$ cat config.mk
export PLATFORM = sky130hd
export DESIGN_NAME = standby_wake_ctrl
export DESIGN_NICKNAME = d
export VERILOG_FILES = /design/src/rtl/standby_pkg.sv /design/src/rtl/wake_eval.sv /design/src/rtl/settle_counter.sv /design/src/rtl/standby_fsm.sv /design/src/rtl/standby_wake_ctrl.sv
export SDC_FILE = /design/constraint.sdc
export NUM_CORES = 1
export LEC_CHECK = 0
export BUFFER_PORTS_ARGS = -buffer_cell sky130_fd_sc_hd__buf_2
export CAP_MARGIN = 20
export CORE_UTILIZATION = 50
export DETAILED_ROUTE_END_ITERATION = 7
export PLACE_DENSITY_LB_ADDON = 0.3
export SLEW_MARGIN = 20
export SYNTH_ARGS = -nofsm -noshare
export SYNTH_HDL_FRONTEND = slang
export SYNTH_SLANG_ARGS = --single-unit
$ cat constraint.sdc
create_clock -name clk -period 2.45 [get_ports clk]
set_input_delay 0.1225 -clock clk [delete_from_list [all_inputs] [get_ports clk]]
set_output_delay 0.1225 -clock clk [all_outputs]
set_load 0.02 [all_outputs]
$ cat src/rtl/standby_pkg.sv
package standby_pkg;

   typedef enum logic [1:0] {
      ST_RUN    = 2'b00,
      ST_HALT   = 2'b01,
      ST_STOP   = 2'b10,
      ST_SETTLE = 2'b11
   } sb_state_t;

   typedef enum logic [1:0] {
      RES_NONE    = 2'b00,
      RES_NEXT    = 2'b01,
      RES_SERVICE = 2'b10,
      RES_RESET   = 2'b11
   } resume_t;

endpackage

$ cat src/rtl/wake_eval.sv
module wake_eval
   import standby_pkg::*;
#(
   parameter int NUM_SRC = 8
) (
   input  logic [NUM_SRC-1:0] req_i,
   input  logic [NUM_SRC-1:0] mask_i,
   input  logic [NUM_SRC-1:0] prio_i,
   input  logic               glob_ie_i,
   input  logic               isp_i,
   output logic               any_pend_o,
   output resume_t            action_o
);

   localparam int LAST = NUM_SRC - 1;

   logic [LAST:0] hi_pend;
   logic [LAST:0] lo_pend;
   logic [LAST:0] svc_ok;

   // per-source classification: unmasked high or low priority request
   for (genvar i = 0; i < NUM_SRC; i++) begin : g_src
      assign hi_pend[i] = req_i[i] & ~mask_i[i] & ~prio_i[i];
      assign lo_pend[i] = req_i[i] & ~mask_i[i] &  prio_i[i];
      assign svc_ok[i]  = glob_ie_i & (hi_pend[i] | (lo_pend[i] & isp_i));
   end

   assign any_pend_o = |(hi_pend | lo_pend);

   always_comb begin
      if (|svc_ok) action_o = RES_SERVICE;
      else         action_o = RES_NEXT;
   end

endmodule

$ cat src/rtl/settle_counter.sv
module settle_counter #(
   parameter int CNT_W = 16
) (
   input  logic             clk,
   input  logic             rst_n,
   input  logic             load_i,
   input  logic [CNT_W-1:0] load_val_i,
   input  logic             dec_i,
   output logic             zero_o
);

   localparam logic [CNT_W-1:0] CNT_ZERO = '0;
   localparam logic [CNT_W-1:0] CNT_ONE  = CNT_W'(1);

   logic [CNT_W-1:0] cnt_q;

   always_ff @(posedge clk or negedge rst_n) begin
      if (!rst_n)                           cnt_q <= CNT_ZERO;
      else if (load_i)                      cnt_q <= load_val_i;
      else if (dec_i && cnt_q != CNT_ZERO)  cnt_q <= cnt_q - CNT_ONE;
   end

   assign zero_o = (cnt_q == CNT_ZERO);

   // each waiting cycle removes exactly one count
   assert_settle_step_R9: assert property (@(posedge clk) disable iff (!rst_n)
      (dec_i && !load_i && cnt_q != CNT_ZERO) |=> (cnt_q == $past(cnt_q) - CNT_ONE));

   // the count never wraps below zero
   assert_no_underflow_R8: assert property (@(posedge clk) disable iff (!rst_n)
      (dec_i && !load_i && zero_o) |=> zero_o);

endmodule

$ cat src/rtl/standby_fsm.sv
module standby_fsm
   import standby_pkg::*;
(
   input  logic      clk,
   input  logic      rst_n,
   input  logic      halt_exec_i,
   input  logic      stop_exec_i,
   input  logic      main_clk_i,
   input  logic      reset_req_i,
   input  logic      any_pend_i,
   input  resume_t   action_i,
   input  logic      cnt_zero_i,
   output sb_state_t state_o,
   output logic      cnt_load_o,
   output logic      cnt_dec_o,
   output logic      wake_o,
   output resume_t   code_o
);

   sb_state_t state_q, state_n;
   resume_t   held_q, held_n;
   resume_t   code_n;
   logic      wake_n;

   always_comb begin
      state_n    = state_q;
      held_n     = held_q;
      code_n     = RES_NONE;
      wake_n     = 1'b0;
      cnt_load_o = 1'b0;
      unique case (state_q)
         ST_RUN: begin
            if (stop_exec_i && main_clk_i) begin
               if (any_pend_i) begin
                  // immediate cancel: fall back to light standby plus settle
                  state_n    = ST_SETTLE;
                  cnt_load_o = 1'b1;
                  held_n     = action_i;
               end else begin
                  state_n = ST_STOP;
               end
            end else if (halt_exec_i) begin
               state_n = ST_HALT;
            end
         end
         ST_HALT: begin
            if (reset_req_i) begin
               state_n = ST_RUN;
               wake_n  = 1'b1;
               code_n  = RES_RESET;
            end else if (any_pend_i) begin
               state_n = ST_RUN;
               wake_n  = 1'b1;
               code_n  = action_i;
            end
         end
         ST_STOP: begin
            if (reset_req_i) begin
               state_n = ST_RUN;
               wake_n  = 1'b1;
               code_n  = RES_RESET;
            end else if (any_pend_i) begin
               state_n    = ST_SETTLE;
               cnt_load_o = 1'b1;
               held_n     = action_i;
            end
         end
         ST_SETTLE: begin
            if (reset_req_i) begin
               state_n = ST_RUN;
               wake_n  = 1'b1;
               code_n  = RES_RESET;
            end else if (cnt_zero_i) begin
               state_n = ST_RUN;
               wake_n  = 1'b1;
               code_n  = held_q;
            end
         end
         default: state_n = ST_RUN;
      endcase
   end

   assign cnt_dec_o = (state_q == ST_SETTLE);

   always_ff @(posedge clk or negedge rst_n) begin
      if (!rst_n) begin
         state_q <= ST_RUN;
         held_q  <= RES_NONE;
         wake_o  <= 1'b0;
         code_o  <= RES_NONE;
      end else begin
         state_q <= state_n;
         held_q  <= held_n;
         wake_o  <= wake_n;
         code_o  <= code_n;
      end
   end

   assign state_o = state_q;

   assert_wake_pulse_R10: assert property (@(posedge clk) disable iff (!rst_n)
      wake_o |=> !wake_o);

   assert_reset_wins_R6: assert property (@(posedge clk) disable iff (!rst_n)
      (state_q != ST_RUN && reset_req_i) |=> (wake_o && code_o == RES_RESET));

   assert_stop_refused_R1: assert property (@(posedge clk) disable iff (!rst_n)
      (state_q == ST_RUN && stop_exec_i && !main_clk_i && !halt_exec_i)
      |=> (state_q == ST_RUN && !wake_o));

   assert_no_early_wake_R9: assert property (@(posedge clk) disable iff (!rst_n)
      (state_q == ST_SETTLE && !reset_req_i && !cnt_zero_i)
      |=> (!wake_o && state_q == ST_SETTLE));

endmodule

$ cat src/rtl/standby_wake_ctrl.sv
module standby_wake_ctrl
   import standby_pkg::*;
#(
   parameter int NUM_SRC = 8,
   parameter int CNT_W   = 16
) (
   input  logic               clk,
   input  logic               rst_n,
   input  logic               halt_exec,
   input  logic               stop_exec,
   input  logic               main_clk_sel,
   input  logic [NUM_SRC-1:0] irq_req,
   input  logic [NUM_SRC-1:0] irq_mask,
   input  logic [NUM_SRC-1:0] irq_prio,
   input  logic               glob_ie,
   input  logic               isp_flag,
   input  logic [CNT_W-1:0]   osc_wait,
   input  logic               sys_reset_req,
   output logic               cpu_clk_en,
   output logic               osc_en,
   output logic               wake,
   output logic [1:0]         resume_code
);

   if (NUM_SRC < 1 || NUM_SRC > 64) begin : g_bad_src
      $error("standby_wake_ctrl: NUM_SRC must lie in 1..64");
   end
   if (CNT_W < 1 || CNT_W > 32) begin : g_bad_cnt
      $error("standby_wake_ctrl: CNT_W must lie in 1..32");
   end

   localparam logic [NUM_SRC-1:0] NO_SRC = '0;

   logic      any_pend;
   resume_t   action;
   logic      cnt_load;
   logic      cnt_dec;
   logic      cnt_zero;
   sb_state_t state;
   resume_t   code;

   wake_eval #(.NUM_SRC(NUM_SRC)) u_eval (
      .req_i      (irq_req),
      .mask_i     (irq_mask),
      .prio_i     (irq_prio),
      .glob_ie_i  (glob_ie),
      .isp_i      (isp_flag),
      .any_pend_o (any_pend),
      .action_o   (action)
   );

   settle_counter #(.CNT_W(CNT_W)) u_settle (
      .clk        (clk),
      .rst_n      (rst_n),
      .load_i     (cnt_load),
      .load_val_i (osc_wait),
      .dec_i      (cnt_dec),
      .zero_o     (cnt_zero)
   );

   standby_fsm u_fsm (
      .clk         (clk),
      .rst_n       (rst_n),
      .halt_exec_i (halt_exec),
      .stop_exec_i (stop_exec),
      .main_clk_i  (main_clk_sel),
      .reset_req_i (sys_reset_req),
      .any_pend_i  (any_pend),
      .action_i    (action),
      .cnt_zero_i  (cnt_zero),
      .state_o     (state),
      .cnt_load_o  (cnt_load),
      .cnt_dec_o   (cnt_dec),
      .wake_o      (wake),
      .code_o      (code)
   );

   assign cpu_clk_en  = (state == ST_RUN);
   assign osc_en      = (state != ST_STOP);
   assign resume_code = code;

   // masked or absent requests keep the core halted
   assert_masked_hold_R3: assert property (@(posedge clk) disable iff (!rst_n)
      (state == ST_HALT && !sys_reset_req && ((irq_req & ~irq_mask) == NO_SRC))
      |=> (state == ST_HALT && !wake));

   // entering light standby gates only the CPU clock
   assert_halt_gating_R2: assert property (@(posedge clk) disable iff (!rst_n)
      (cpu_clk_en && halt_exec && !stop_exec) |=> (!cpu_clk_en && osc_en));

endmodule

Word-level counts from Yosys, hierarchy flattened --
Index checks and enable logic that the tools add are counted.
Operators by class: add/subtract/negate cells 1, multiply operators 0, divide/modulo/power cells 0, $lt $le $gt $ge 0, equality and inequality tests 10, shift-type cells 0, muxes and demuxes 32, bitwise gates (word level) 65, reduce and logical (&&, ||, !) cells 11
Operator list (count):
- $and 1x1->1 | 40
- $mux 2 | 17
- $mux 16 | 2
- $logic_not 16->1 | 1
- $not 1->1 | 16
- $reduce_bool 16->1 | 1
- $reduce_or 8->1 | 2
- $sub 16x1->16 const B | 1
- $ne 3x3->1 const B | 3
- $mux 1 | 8
- $or 1x1->1 | 8
- $or 8x8->8 | 1
- $pmux 2 s4 | 1
- $pmux 2 s3 | 1
- $eq 2x2->1 const B | 2
- $ne 2x2->1 const B | 2
- $pmux 2 s2 | 1
- $reduce_and 4->1 | 1
- $reduce_bool 2->1 | 2
- $ne 3x2->1 const B | 1
- $pmux 1 s3 | 1
- $reduce_and 3->1 | 1
- $eq 2x1->1 const B | 1
- $logic_and 1x1->1 | 2
- other kinds (3) | 3
Storage, ports and cells: bits in registers 23, bits in latches 0, RAM bits 0, bits in read-only memories 0, input port bits 48, logic and storage cells 124, memories 0

Depth between registers and ports, before layout --
word-level depth 11, depth in mapped cells 7, depth with buffers taken out 7

Hierarchy --
A second synthesis with hierarchy kept.
Unflattened totals: cell total of the unflattened synthesis 194, area total of the unflattened synthesis 1651.6 um^2
Modules (own cells, without submodules):
- settle_counter | times used 1, cells each 124, area each 1063.5 um^2
- standby_fsm | times used 1, cells each 39, area each 410.4 um^2
- wake_eval | times used 1, cells each 29, area each 167.7 um^2
- standby_wake_ctrl | times used 1, cells each 2, area each 10.0 um^2

Worst setup path before layout --
No wires, ideal clock.
path type flip-flop to flip-flop, start point reg u_settle.cnt_q[2], end point reg u_settle.cnt_q[14], arrival 1967 ps, required time 2363 ps, slack 396 ps, stages on the path, launching flop included 6, path buffers 0, period minus slack after synthesis 2054 ps, cells stage by stage dfrtp_1 -> or4_4 -> or4_4 -> nor3_4 -> nand3_1 -> a211oi_2
On the way: word-level cells in the longest chain between the ends 3
Ends and longest elaborated chain:
- start, declared | line settle_counter.sv:15 | logic [CNT_W-1:0] cnt_q;
- start signal, assigned | line settle_counter.sv:19 | else if (load_i) cnt_q <= load_val_i;
- start signal, assigned | line settle_counter.sv:20 | else if (dec_i && cnt_q != CNT_ZERO) cnt_q <= cnt_q - CNT_ONE;
- $sub 16x1->16 / $reduce_bool 16->1 (equally long branches) | line settle_counter.sv:20
- $mux 16 / $logic_and 1x1->1 (equally long branches) | line settle_counter.sv:20
- $mux 16 / $reduce_bool 2->1 (equally long branches)
Several ways; a longest one is shown, not always the timed one. The select of a mux whose other input is x is not followed. A chain may end at the register's enable or synchronous reset.

Worst setup path in the final report --
Same ends and word-level chain as after synthesis.

==> flow_metrics.tcl <==
set metrics [dict create \
    layout_commonest_cell "buf_2" \
    grt_util_all_layers 0.238 \
    cts_buffer_depth 2 \
    grt_overflow_total 0 \
    hold_path.class "in2reg" \
    vias 1527 \
    maxCapViolCount 0 \
    placed_area_sq_um 1840 \
    reg2reg_depth 5 \
    clk_pin_slew_ns 0.14 \
    worstPathMaxFanout 5 \
    avgRoutedWirePerCell_um 14.1 \
    fin_setup_tns_ns 0 \
    diodes 0 \
    slowest_delay_ns 0.60 \
    worst_pin_slew_ns 0.547 \
    drt_iter0_drc 58 \
    async_reset_ff_frac 1.00 \
    yosysSeqAreaShare 0.378 \
    clk_latency_ns 0.32 \
    gp_congestion 0.846 \
    yosysWarnings 0 \
    total_power_mw 1.57 \
    drv_slew 0 \
    finalNetCount 279 \
    cpMaxStageDelayCell "or4_4" \
    final_cell_mix "buf_2, dfrtp_1, nor2_1, a21oi_1" \
    fin_skew_ns 0.0171 \
    relSlewSlack 0.632 \
    vias_per_cell 5.87 \
    root_buffer "clkbuf_4" \
    synth_area_sq_um 1520 \
    synth_edf_count 0 \
    ant_nets 0 \
    fin_area_sq_um 1880 \
    cts_max_level 1 \
    utilization 0.663 \
    drive_gt1_frac 0.341 \
    period_needed_ns 2.26 \
    p_per_area_nw_per_um2 835 \
    dp_hpwl_um 2900 \
    cp.arrival_ns 2.50 \
    vdd_ir_drop_max_v 0.000448 \
    io_buffers 52 \
    drt_wl_total_um 3650 \
    timing.fmax_mhz 443 \
    crit_required_ns 2.70 \
    synth_ff_type "dfrtp_1" \
    path_common_cell "or4_4" \
    hold_buffers 1 \
    start_util 0.538 \
    fp.coreArea_sq_um 2830 \
    pin_count 53 \
    postCtsResizedCells 0 \
    cp_cell_sequence "or4_4 -> or4_4 -> nor3_4 -> nand3_1 -> a211oi_2" \
    cts_tree "done" \
    grt_max_degree 24 \
    clock_sinks 23 \
    syn_nets 222 \
    post_cts_buffers 0 \
    fp.dieW_um 57.2 \
    final.period_utilization 0.921 \
    fp-row-count 19 \
    cts_made_buffers 3 \
    yosysUniqueCellTypes 45 \
    die_y_um 57.2 \
    critPathCaptureType "flop" \
    violations "DRC" \
    drc 6 \
    status "finished with violations" \
    final_hold_viol_count 0 \
    dieArea_sq_um 3270 \
    synth_area_per_cell_sq_um 8.80 \
    ys_ff_latch 23 \
    critPathLaunchType "flop" \
    grt_pass1_wl_um 6150 \
    finalSetupViolations 0 \
    setup.worst_path.class "reg2reg" \
    setup_ws_ns 0.194 \
    antenna_found_initial 0 \
    syn_inst 173 \
    power.leakage_nw 0.825 \
    rsz0062_at_grt "false" \
    syn_to_final_growth_pct 23.2 \
    drt_pass1_iterations 6 \
    grt_pass1_vias 1484 \
    holdPathStages 2 \
    preCtsSetupSlack_ns 0.227 \
]
## Yosys cell counts (all sizes together) (2+ instances only)
library cell | n | share of area
nand3b | 2 | 0.0099
o22ai | 2 | 0.0082
a31oi | 6 | 0.025
clkbuf | 4 | 0.0099
o211ai | 2 | 0.0099
a21oi | 14 | 0.046
o2bb2ai | 2 | 0.012
nor3 | 7 | 0.030
nand4 | 3 | 0.016
nand3 | 4 | 0.013
xor2 | 3 | 0.017
buf | 3 | 0.012
or3 | 4 | 0.017
a211oi | 2 | 0.013
nor2 | 22 | 0.054
dfrtp | 23 | 0.38
nand2b | 7 | 0.029
nor2b | 7 | 0.029
nand2 | 5 | 0.012
or2 | 2 | 0.0082
nor4 | 5 | 0.030
mux2i | 3 | 0.020
inv | 7 | 0.017
mux2 | 3 | 0.022
or4 | 7 | 0.042
xnor2 | 6 | 0.035
o21ai | 8 | 0.026
## final timing paths
check | start | slack, ns | to
min in group asynchronous | rst_n | 0.29 | u_settle.cnt_q[1]$_DFFE_PN0P_
max reg2reg | u_settle.cnt_q[2]$_DFFE_PN0P_ | 0.19 | u_settle.cnt_q[14]$_DFFE_PN0P_
max in group asynchronous | rst_n | 1.81 | u_settle.cnt_q[0]$_DFFE_PN0P_
min | osc_wait[6] | 0.02 | u_settle.cnt_q[6]$_DFFE_PN0P_
max | u_settle.cnt_q[2]$_DFFE_PN0P_ | 0.19 | u_settle.cnt_q[14]$_DFFE_PN0P_
min reg2reg | u_fsm.held_q[1]$_DFFE_PN0P_ | 0.51 | u_fsm.held_q[1]$_DFFE_PN0P_
## sequential cells by signal (all words and copies together) (netlist names)
register	flops
u_fsm.code_o	2
u_fsm.wake_o	1
u_settle.cnt_q	16
u_fsm.held_q	2
u_fsm.state_o	2
## where the power goes
part | switching, mW | total [mW] | internal (mW)
Sequential | 0.201 | 0.754 | 0.553
Combinational | 0.329 | 0.634 | 0.305
Clock | 0.116 | 0.177 | 0.0611
## cells by family (layout without fill, tap and decap cells)
logic type,after synthesis,after routing,synth area share
buf+inv,14,70,0.0386
fa+ha+maj,1,1,0.00822
flops,23,23,0.378
simple gates,78,78,0.307
xor+xnor,9,9,0.0518
compound gates,42,42,0.174
mux,6,6,0.0419
## layout make-up
cell class | instances | area (sq um)
Inverter | 7 | 26.3
Timing Repair Buffer | 59 | 315
Multi-Input combinational cell | 136 | 892
Clock buffer | 3 | 22.5
Sequential cell | 23 | 576
Tap cell | 31 | 38.8
Fill cell | 233 | 953
Clock inverter | 1 | 5.00
## metrics by stage
step	hold WS [ns]	instances
3_3_place_gp	0.120	255
4_1_cts	0.0200	260
6_report	0.0220	260
2_1_floorplan	-0.173	173
5_1_grt	0.0174	260
3_5_place_dp	0.123	255
## routing by layer
layer	track usage	vias to the layer above	part of all wire
li1	-	748	-
met1	0.275	714	0.42
met2	0.457	58	0.51
met3	0.0295	7	0.054
met4	0.0697	0	0.013
met5	0	-	0
## critical path: cells and delay by family, from the launching register on
kind	cells	cell delay (ns)
AOI/OAI and AO/OA	1	0.24
DFF	1	0.45
and+or+nand+nor	4	1.49
Power figures use the tool's default switching activity.
